File: src/rtl/lp_wake_pkg.sv
package lp_wake_pkg;

   typedef enum logic [1:0] {
      PM_RUN      = 2'b00,
      PM_SLEEP    = 2'b01,
      PM_PRI_IDLE = 2'b10,
      PM_SEC_IDLE = 2'b11
   } pwr_mode_t;

   typedef enum logic [1:0] {
      RC_INLINE  = 2'b00,
      RC_VECTOR  = 2'b01,
      RC_RESTART = 2'b10
   } resume_code_t;

   typedef enum logic [1:0] {
      WS_WATCH  = 2'b00,
      WS_OSC    = 2'b01,
      WS_SETTLE = 2'b10,
      WS_RESUME = 2'b11
   } wake_state_t;

   function automatic logic needs_osc_wait(input logic [1:0] mode, input logic [2:0] osc);
      return (osc[2] == 1'b0) && (mode == PM_SLEEP || mode == PM_SEC_IDLE);
   endfunction

endpackage

File: src/rtl/wake_trigger_arbiter.sv
module wake_trigger_arbiter
   import lp_wake_pkg::*;
#(
   parameter int N_IRQ = 8
) (
   input  logic [N_IRQ-1:0] irq_flag,
   input  logic [N_IRQ-1:0] irq_en,
   input  logic             gie,
   input  logic             wdt_timeout,
   input  logic             reset_req,
   output logic             any_trigger,
   output resume_code_t     code
);

   logic irq_hit;

   generate
      if (N_IRQ == 1) begin : g_single
         assign irq_hit = irq_flag[0] & irq_en[0];
      end else begin : g_tree
         logic [N_IRQ-1:0] chain;
         assign chain[0] = irq_flag[0] & irq_en[0];
         for (genvar i = 1; i < N_IRQ; i++) begin : g_or
            assign chain[i] = chain[i-1] | (irq_flag[i] & irq_en[i]);
         end
         assign irq_hit = chain[N_IRQ-1];
      end
   endgenerate

   always_comb begin
      any_trigger = reset_req | wdt_timeout | irq_hit;
      if (reset_req)        code = RC_RESTART;
      else if (wdt_timeout) code = RC_INLINE;
      else if (gie)         code = RC_VECTOR;
      else                  code = RC_INLINE;
   end

   always_comb begin
      if (reset_req) assert_restart_wins_R6: assert (code == RC_RESTART);
   end

endmodule

File: src/rtl/wake_cycle_timer.sv
module wake_cycle_timer #(
   parameter int WIDTH = 11
) (
   input  logic             clk,
   input  logic             rst_n,
   input  logic             load,
   input  logic [WIDTH-1:0] load_val,
   output logic             expired
);

   logic [WIDTH-1:0] cnt_q;

   always_ff @(posedge clk or negedge rst_n) begin
      if (!rst_n)            cnt_q <= '0;
      else if (load)         cnt_q <= load_val;
      else if (cnt_q != '0)  cnt_q <= cnt_q - 1'b1;
   end

   assign expired = (cnt_q == '0);

   assert_expiry_sticky_R8: assert property (@(posedge clk) disable iff (!rst_n)
      (expired && !load) |=> expired);

endmodule

File: src/rtl/lp_wake_sequencer.sv
module lp_wake_sequencer
   import lp_wake_pkg::*;
#(
   parameter int N_IRQ            = 8,
   parameter int SETTLE_CYCLES    = 2,
   parameter int OSC_START_CYCLES = 1024
) (
   input  logic             clk,
   input  logic             rst_n,
   input  logic [1:0]       pwr_mode,
   input  logic [2:0]       osc_sel,
   input  logic [N_IRQ-1:0] irq_flag,
   input  logic [N_IRQ-1:0] irq_en,
   input  logic             gie,
   input  logic             wdt_timeout,
   input  logic             reset_req,
   output logic             exec_hold,
   output logic             resume_valid,
   output logic [1:0]       resume_code
);

   localparam int MAX_WAIT = (OSC_START_CYCLES > SETTLE_CYCLES) ? OSC_START_CYCLES : SETTLE_CYCLES;
   localparam int CNT_W    = $clog2(MAX_WAIT + 1);
   localparam logic [CNT_W-1:0] SETTLE_LOAD = CNT_W'(SETTLE_CYCLES - 1);
   localparam logic [CNT_W-1:0] OSC_LOAD    = CNT_W'(OSC_START_CYCLES - 1);

   generate
      if (N_IRQ < 1)            begin : g_bad_irq    $error("N_IRQ must be at least 1");            end
      if (SETTLE_CYCLES < 1)    begin : g_bad_settle $error("SETTLE_CYCLES must be at least 1");    end
      if (OSC_START_CYCLES < 1) begin : g_bad_osc    $error("OSC_START_CYCLES must be at least 1"); end
   endgenerate

   wake_state_t      state_q, state_d;
   resume_code_t     cause_q, cause_d;
   resume_code_t     arb_code;
   logic             arb_hit;
   logic             tmr_load, tmr_expired;
   logic [CNT_W-1:0] tmr_val;

   wake_trigger_arbiter #(.N_IRQ(N_IRQ)) u_arb (
      .irq_flag    (irq_flag),
      .irq_en      (irq_en),
      .gie         (gie),
      .wdt_timeout (wdt_timeout),
      .reset_req   (reset_req),
      .any_trigger (arb_hit),
      .code        (arb_code)
   );

   wake_cycle_timer #(.WIDTH(CNT_W)) u_tmr (
      .clk      (clk),
      .rst_n    (rst_n),
      .load     (tmr_load),
      .load_val (tmr_val),
      .expired  (tmr_expired)
   );

   always_comb begin
      state_d  = state_q;
      cause_d  = cause_q;
      tmr_load = 1'b0;
      tmr_val  = SETTLE_LOAD;
      unique case (state_q)
         WS_WATCH: begin
            if (pwr_mode != PM_RUN && arb_hit) begin
               cause_d  = arb_code;
               tmr_load = 1'b1;
               if (needs_osc_wait(pwr_mode, osc_sel)) begin
                  state_d = WS_OSC;
                  tmr_val = OSC_LOAD;
               end else begin
                  state_d = WS_SETTLE;
               end
            end
         end
         WS_OSC: begin
            if (reset_req) cause_d = RC_RESTART;
            if (tmr_expired) begin
               state_d  = WS_SETTLE;
               tmr_load = 1'b1;
            end
         end
         WS_SETTLE: begin
            if (reset_req) cause_d = RC_RESTART;
            if (tmr_expired) state_d = WS_RESUME;
         end
         WS_RESUME: state_d = WS_WATCH;
         default:   state_d = WS_WATCH;
      endcase
   end

   always_ff @(posedge clk or negedge rst_n) begin
      if (!rst_n) begin
         state_q <= WS_WATCH;
         cause_q <= RC_INLINE;
      end else begin
         state_q <= state_d;
         cause_q <= cause_d;
      end
   end

   assign exec_hold    = (state_q == WS_OSC) || (state_q == WS_SETTLE);
   assign resume_valid = (state_q == WS_RESUME);
   assign resume_code  = cause_q;

   assert_pulse_single_R10: assert property (@(posedge clk) disable iff (!rst_n)
      resume_valid |=> !resume_valid);
   assert_code_legal_R10: assert property (@(posedge clk) disable iff (!rst_n)
      resume_valid |-> (resume_code != 2'b11));
   assert_run_stays_quiet_R2: assert property (@(posedge clk) disable iff (!rst_n)
      (!exec_hold && !resume_valid && pwr_mode == PM_RUN) |=> !exec_hold);
   assert_hold_excludes_pulse_R9: assert property (@(posedge clk) disable iff (!rst_n)
      !(exec_hold && resume_valid));
   assert_restart_kept_R11: assert property (@(posedge clk) disable iff (!rst_n)
      (exec_hold && reset_req) |=> (resume_code == RC_RESTART));

endmodule

File: config.mk
export PLATFORM = sky130hd
export DESIGN_NAME = lp_wake_sequencer
export DESIGN_NICKNAME = d
export VERILOG_FILES = /design/src/rtl/lp_wake_pkg.sv /design/src/rtl/wake_trigger_arbiter.sv /design/src/rtl/wake_cycle_timer.sv /design/src/rtl/lp_wake_sequencer.sv
export SDC_FILE = /design/constraint.sdc
export NUM_CORES = 1
export LEC_CHECK = 0
export BUFFER_PORTS_ARGS = -buffer_cell sky130_fd_sc_hd__buf_2
export CAP_MARGIN = 20
export CORE_ASPECT_RATIO = 0.9
export CORE_MARGIN = 2
export CORE_UTILIZATION = 55
export CTS_BUF_LIST = sky130_fd_sc_hd__clkbuf_4
export DETAILED_ROUTE_END_ITERATION = 6
export PLACE_DENSITY = 0.95
export SYNTH_ARGS = -nofsm -noshare
export SYNTH_HDL_FRONTEND = slang
export SYNTH_SLANG_ARGS = --single-unit
File: constraint.sdc
create_clock -name clk -period 3.3 [get_ports clk]
set_clock_uncertainty 0.2 [all_clocks]
set_input_delay 0.33 -clock clk [delete_from_list [all_inputs] [get_ports clk]]
set_output_delay 0.33 -clock clk [all_outputs]
set_load 0.01 [all_outputs]
==> run_results.csv <==
group,metric,value,unit
run_status,outcome,"complete, no violations",
routing,vias,855,
final_layout,fin_area,1111,um2
floorplan,dieArea,1993,um2
final_layout,fin_cells,148,
pwr,power.density,840.1,nW/um2
sta,fin_tns_setup,0,ps
final_layout,register_area,375.4,um2
clocking,cts_tree,"built",
synth,synth_common_cells,"dfrtp_1 (15), o21ai_0 (10), inv_1 (7), nor2_1 (7)",
routing,drc,0,
routing,drt_first_pass_iters,4,
synth,syn_inst,94,
synth,synth-simple-area-share,17.08,%
sta,drv_slew,0,
sta,hold_ws,154.8,ps
synth,synth.area.top_cells,"dfrtp_1 (41%), ha_1 (6.9%), o21ai_0 (5.5%), xnor2_1 (4.8%), inv_1 (2.9%)",
sta,rsz0062_at_grt,"no",
worst_setup_path,cp_max_fo,7,
synth,syn_area,908.4,um2
sta,slew_headroom,67.65,%
final_layout,diodes,0,
global_routing,grt_pass1_wl,3415,um
synth,async_flop_share,100.0,%
floorplan,die_height,42.56,um
clocking,cts_buffers,3,
worst_setup_path,critPathRequiredTime,3320,ps
synth,synth_area_leader_cell,"dfrtp_1",
min_path,hold_class,"in2reg",
synth,synth-edff-count,0,
synth,netlist-cell-type-count,34,
synth,syn-num-nets,125,
global_routing,antenna_found_initial,0,
synth,synth_top_family_by_area,"compound AO/OA/AOI/OAI gates",
synth,synthMuxAreaShare,1.240,%
floorplan,core,1496,um2
final_layout,fillers,114,
routing,wl_per_cell,14.14,um
synth,synth-adder-area-share,6.887,%
placement,place_hpwl,1532,um
synth,synth_seq_cells,15,
pwr,power.leakage,0.5327,nW
placement,place_area,1071,um2
global_routing,grt_max_degree,16,
synth,post-synth-top-count-cell,"dfrtp_1",
worst_setup_path,critPathCaptureType,"register",
placement,place_congestion,0.8529,
routing,drtIter0Drc,26,
synth,syn_area_per_cell,9.664,um2
routing,wl,2093,um
worst_setup_path,rrSetupSlack,1170,ps
placement,port_buffers,27,
clocking,htree_num_levels,1,
floorplan,ios,30,
clocking,post_cts_resized,0,
sta,fmax,0.4693,GHz
sta,setup_viol,0,
synth,ys_seq_area_share,41.32,%
worst_setup_path,crit_path_start_kind,"register",
routing,ant_nets,0,
global_routing,grt_overflow_total,0,
final_layout,drive_gt1_share,28.57,%
worst_setup_path,crit_type,"reg2reg",
placement,dp.cells,143,
synth,synth_top_area_share,41.32,%
clocking,cts_root_buf,"clkbuf_4",
routing,viasPerCell,5.777,
synth,ys.flop_type,"dfrtp_1",
clocking,cts.sinks,15,
clocking,clk_latency,280,ps
final_layout,syn_to_final_growth,22.31,%
clocking,clk_path_buf_depth,2,
pwr,vdd_drop_max,0.4054,mV
worst_setup_path,cp.arrival,2150,ps
global_routing,first_global_vias,843,
floorplan,start_util,60.70,%
global_routing,track_usage,23.64,%
synth,synth-compound-area-share,22.87,%
final_layout,multiInputGateArea,506.7,um2
sta,hold_viol,0,
synth,ys.warnings.count,0,
sta,min_period_over_period,64.58,%
sta,worst_slew_pin_slew,482.4,ps
sta,period_needed,2131,ps
final_layout,num-nets-final,158,
floorplan,row_count,13,
run,drv_cap,0,
clocking,path_clk_slew,90,ps
synth,synth-xor-area-share,7.713,%
floorplan,die_x,46.84,um
==> stage by stage <==
stage	util, %	power [mW]	setup slack (ps)
4_1_cts	74.25	0.9187	1228
5_1_grt	74.25	1.011	1042
3_5_place_dp	71.57	0.8021	1245
6_report	74.25	0.9334	1169
3_3_place_gp	71.57	0.7753	1327
2_1_floorplan	-	0.6840	1447
==> state kept, by name (all words and copies together), names as in the netlist <==
| register | cells |
|---|---|
| u_tmr.cnt_q | 11 |
| resume_code | 2 |
| state_q | 2 |
==> area by class of cell <==
type                            count  share of cell area [%]
Inverter                            7                   2.365
Sequential cell                    15                   33.78
Timing Repair Buffer               28                   13.06
Multi-Input combinational cell     72                   45.61
Clock buffer                        4                   2.703
Tap cell                           22                   2.477
==> path summary, 6_finish.rpt <==
kind	start	end	cells after the start
min in group asynchronous	rst_n	resume_code[1]	2
hold reg to reg	resume_code[0]	resume_code[0]	2
max in group asynchronous	rst_n	u_tmr.cnt_q[4]	2
hold / removal	wdt_timeout	resume_code[0]	3
setup reg to reg	state_q[0]	resume_code[0]	6
setup / recovery	state_q[0]	resume_code[0]	6
==> report_power, final <==
group          switching, mW  internal, mW
Combinational          0.259         0.210
Clock                 0.0571        0.0550
Sequential            0.0884         0.264
==> cell usage in the layout, fill, tap and decap left out, drive strengths merged, types with 3 or more instances in the layout <==
| master | instances |
|---|---|
| buf | 27 |
| dfrtp | 15 |
| ha | 5 |
| inv | 7 |
| o21ai | 10 |
| nand2 | 4 |
| clkbuf | 4 |
| nor3 | 5 |
| xor2 | 3 |
| nand3 | 4 |
| nor2 | 7 |
| a21oi | 5 |
| xnor2 | 5 |
==> critical path: stages, from the launching register on <==
cell and delay, ps:
dfrtp_1 410, inv_1 110, ha_1 330, o21ai_0 150, a21o_1 260, or4_1 510, nand3_1 100
==> repair_timing <==
item | 4_1_cts | 5_1_grt
setup buffers | 0 | 0
endpoints found under the setup margin | 0 | 0
hold endpoints to repair | 15 | 0
hold buffers | 1 | 0
==> cell families (layout without fill, tap and decap cells) <==
| group | after synthesis | count (layout) |
|---|---|---|
| compound gates | 30 | 30 |
| xor+xnor | 8 | 8 |
| fa+ha+maj | 5 | 5 |
| buf+inv | 7 | 39 |
| flops | 15 | 15 |
| mux | 1 | 1 |
| simple gates | 28 | 28 |
==> per-layer routing <==
metal / GRT usage, % / wire length, um / up-vias
met2: 39.45 / 1068 / 40
met3: 5.172 / 150 / 2
li1: - / - / 413
met5: 0 / 0 / -
met4: 8.889 / 6 / 0
met1: 28.69 / 868 / 400
Note: power is estimated with default switching activity, not from simulation.
